==> config.mk <==
export PLATFORM = sky130hd
export DESIGN_NAME = prbs_inj_top
export DESIGN_NICKNAME = d
export VERILOG_FILES = /design/src/rtl/prbs_inj_pkg.sv /design/src/rtl/prbs_inj_lfsr.sv /design/src/rtl/prbs_inj_sel.sv /design/src/rtl/prbs_inj_top.sv
export SDC_FILE = /design/constraint.sdc
export NUM_CORES = 1
export LEC_CHECK = 0
export BUFFER_PORTS_ARGS = -buffer_cell sky130_fd_sc_hd__buf_2
export CAP_MARGIN = 10
export CORE_MARGIN = 2
export CORE_UTILIZATION = 48
export CTS_CLUSTER_SIZE = 16
export DETAILED_ROUTE_END_ITERATION = 10
export PLACE_DENSITY = 0.79
export SLEW_MARGIN = 20
export SYNTH_ARGS = -nofsm -noshare
export SYNTH_HDL_FRONTEND = slang
export SYNTH_SLANG_ARGS = --single-unit
==> constraint.sdc <==
create_clock -name clk -period 2.3 [get_ports clk]
set_clock_uncertainty 0.1 [all_clocks]
set_input_delay 0.115 -clock clk [delete_from_list [all_inputs] [get_ports clk]]
set_output_delay 0.115 -clock clk [all_outputs]
set_load 0.1 [all_outputs]
==> src/rtl/prbs_inj_pkg.sv <==
package prbs_inj_pkg;
  localparam int WORD_W  = 20;
  localparam int LFSR_W  = 7;
  localparam int TAP_HI  = 7;   // x^7
  localparam int TAP_LO  = 6;   // x^6
  localparam logic [LFSR_W-1:0] SEED = '1;
endpackage

==> src/rtl/prbs_inj_lfsr.sv <==
module prbs_inj_lfsr
  import prbs_inj_pkg::*;
#(
  parameter int W      = WORD_W,
  parameter int SW     = LFSR_W,
  parameter int TAP_A  = TAP_HI,
  parameter int TAP_B  = TAP_LO,
  parameter logic [SW-1:0] INIT = SEED
) (
  input  logic         clk,
  input  logic         rst,
  output logic [W-1:0] bits
);
  // st[j] holds the sequence bit generated j+1 steps ago
  localparam int IA = TAP_A - 1;
  localparam int IB = TAP_B - 1;

  logic [SW-1:0] st_q;
  logic [SW-1:0] st_next;

  always_comb begin
    logic [SW-1:0] walk;
    logic          fb;
    walk = st_q;
    bits = '0;
    for (int i = 0; i < W; i++) begin
      fb      = walk[IA] ^ walk[IB];
      bits[i] = fb;                 // earliest bit lands in bit 0
      walk    = {walk[SW-2:0], fb};
    end
    st_next = walk;
  end

  always_ff @(posedge clk) begin
    if (rst) st_q <= INIT;
    else     st_q <= st_next;       // advances even when test mode is off
  end
endmodule

==> src/rtl/prbs_inj_sel.sv <==
module prbs_inj_sel #(
  parameter int W = 20
) (
  input  logic         clk,
  input  logic         rst,
  input  logic         pick_test,
  input  logic [W-1:0] test_bits,
  input  logic [W-1:0] norm_bits,
  output logic [W-1:0] out_bits
);
  logic [W-1:0] out_q;

  always_ff @(posedge clk) begin
    if (rst)            out_q <= '0;
    else if (pick_test) out_q <= test_bits;
    else                out_q <= norm_bits;
  end

  assign out_bits = out_q;
endmodule

==> src/rtl/prbs_inj_top.sv <==
module prbs_inj_top
  import prbs_inj_pkg::*;
#(
  parameter int W = WORD_W
) (
  input  logic         clk,
  input  logic         rst,
  input  logic         prbs_en,
  input  logic [W-1:0] enc_word,
  output logic [W-1:0] ser_word
);
  logic [W-1:0] pat_bits;

  prbs_inj_lfsr #(.W(W)) u_gen (
    .clk  (clk),
    .rst  (rst),
    .bits (pat_bits)
  );

  prbs_inj_sel #(.W(W)) u_sel (
    .clk       (clk),
    .rst       (rst),
    .pick_test (prbs_en),
    .test_bits (pat_bits),
    .norm_bits (enc_word),
    .out_bits  (ser_word)
  );
endmodule

==> results.cfg <==
[global_routing]
grt_use_total_pct = 18.2
grt_pass1_wl_mm = 3.66
top_usage_layer = met2
gr-usage-met1_pct = 20.6
overflow = 0
grt_max_degree = 30
antenna_found_initial = 0
met2_usage_pct = 31.7
grt_pass1_vias = 833
gr-usage-met3_pct = 3.39

[placed_design]
io_buffer_count = 42
place_hpwl_mm = 1.60
place_congestion = 0.785

[synth]
yosysWarnings = 0
netlist_instances = 111
synth_top_area_cell = dfxtp_1
yosysUniqueCellTypes = 18
ys_seq_area_share_pct = 45.9
avgSynthCellArea_um2 = 10.6
synth-seq-cells = 27
synth_fp_nets = 134
yosysTopAreaCellShare_pct = 45.9
netlist_area_um2 = 1180
synthTopCellsByArea = dfxtp_1 46%, xnor2_1 12%, a211oi_1 10%, xor3_1 8.1%, nor2_1 6.1%

[route]
first_pass_iters = 4
vias_per_cell = 4.75
wl_mm = 2.33
drt_iter0_drc = 15
drc = 0
drtAntennaViolNets = 0
vias = 917
routedWlPerCell_um = 12.0

[cts]
cts.htree.levels = 1
cts_root_buffer = clkbuf_4
clockBufferDepth = 2
cts.sinks = 27
clk_pin_slew_ps = 130
cts_tree = yes
insertion_delay_ps = 320
cts_buffers = 3
post_cts_buffers = 0

[sta]
worst_slew_pin_slew_ps = 485
setup_viol = 0
drv_slew = 0
slew_headroom_pct = 67.4
rsz0062_at_grt = false
finalCritPeriodShare_pct = 77.9
tns_ps = 0
layout_min_cycle_time_ps = 1790
fmax_mhz = 558
finalHoldViolCount = 0

[die]
core_area_um2 = 2280
fp.dieW_um = 53.5
io_pins = 43
rows = 17
start_util_pct = 51.7
die-area_um2 = 2860
die_h_um = 53.5

[worst_hold_path]
hp-start = rst
hold_path.class = in2reg

[critical_path]
critPathLaunch = u_gen.st_q[5]
start_kind = flop
required_ps = 2440
worstSetupEndpointType = flop
crit_type = reg2reg
worstPathCellList = xor3_1 -> or4b_1 -> o311ai_1
worstPathMaxFanout = 7
crit_arrival_ps = 1930
crit_family = flip-flops
cp_slowest_cell = dfxtp_1
crit_buf_inv = 0
timing.rr.start = u_gen.st_q[5]
slowest_delay_ps = 520

[layout]
final_cell_mix = 42 x buf_2, 27 x dfxtp_1, 20 x dlygate4sd3_1
area_delta_synth_final_pct = 33.9
n_antenna_cell = 0
layout-drive-gt1-share_pct = 29.1
layout_commonest_cell = buf_2
finalNetCount = 189

[run_status]
status = completed

[job]
drv_cap = 0
## metal layers
layer  up-vias  routed length [um]
met5         -                   0
met1       411                 996
met3         5                 105
met2        25                1180
li1        476                   -
met4         0                  45
## sequential cells by signal, summed over array words and instances, names as in the netlist
| signal | count |
|---|---|
| u_sel.out_bits | 20 |
| u_gen.st_q | 7 |
## stage by stage
| stage | setup slack, ps | utilization [%] | instances | cell area, um2 | hold WS, ps |
|---|---|---|---|---|---|
| 3_3_place_gp | 601 | 59.3 | 169 | 1350 | 249 |
| 4_1_cts | 517 | 69.3 | 193 | 1580 | 101 |
| 3_5_place_dp | 534 | 59.3 | 169 | 1350 | 256 |
| 6_report | 509 | 69.3 | 193 | 1580 | 107 |
| 5_1_grt | 434 | 69.3 | 193 | 1580 | 141 |
| 2_1_floorplan | 705 | - | 111 | 1180 | 159 |
## final cells by class
class,count,area [um2]
inverters,1,3.75
multi-input cells,70,553
repair buffers,63,418
clock buffers,4,26.3
well taps,28,35.0
flip-flops and latches,27,541
fillers,167,699
## cells by family (layout without fill, tap and decap cells)
logic type | Yosys count | after routing | share of synthesized area (%)
multiplexers | 3 | 3 | 2.55
AND/OR/NAND/NOR | 28 | 28 | 11.4
buffers and inverters | 14 | 68 | 7.12
XOR/XNOR | 22 | 22 | 22.1
AO/OA/AOI/OAI | 17 | 17 | 10.9
flip-flops | 27 | 27 | 45.9
## cells in the mapped netlist
cell type and n:
inv_1 1, dfxtp_1 27, xor3_1 4, buf_4 4, or2_2 1, nand2b_1 6
xnor2_1 16, a211oi_1 16, xnor2_2 1, buf_6 2, nor2_1 19, mux2i_1 3
buf_2 1, clkbuf_1 6, o311ai_1 1, nand4b_1 1, xor2_1 1, or4b_1 1
## timing repair
action	4_1_cts	5_1_grt
hold endpoints to repair	20	0
setup endpoints to repair	0	0
hold buffers	20	0
gates resized for setup	0	0
## worst paths after layout
check                             to  slack [ps]  cells past startpoint
hold / removal    u_sel.out_bits[12]         110                      2
setup / recovery  u_sel.out_bits[18]         510                      3
hold reg to reg   u_sel.out_bits[10]         540                      2
setup reg to reg  u_sel.out_bits[18]         510                      3
Power is not shown: default switching activity piles up to over one toggle a cycle in this logic, so the estimate is an artifact.
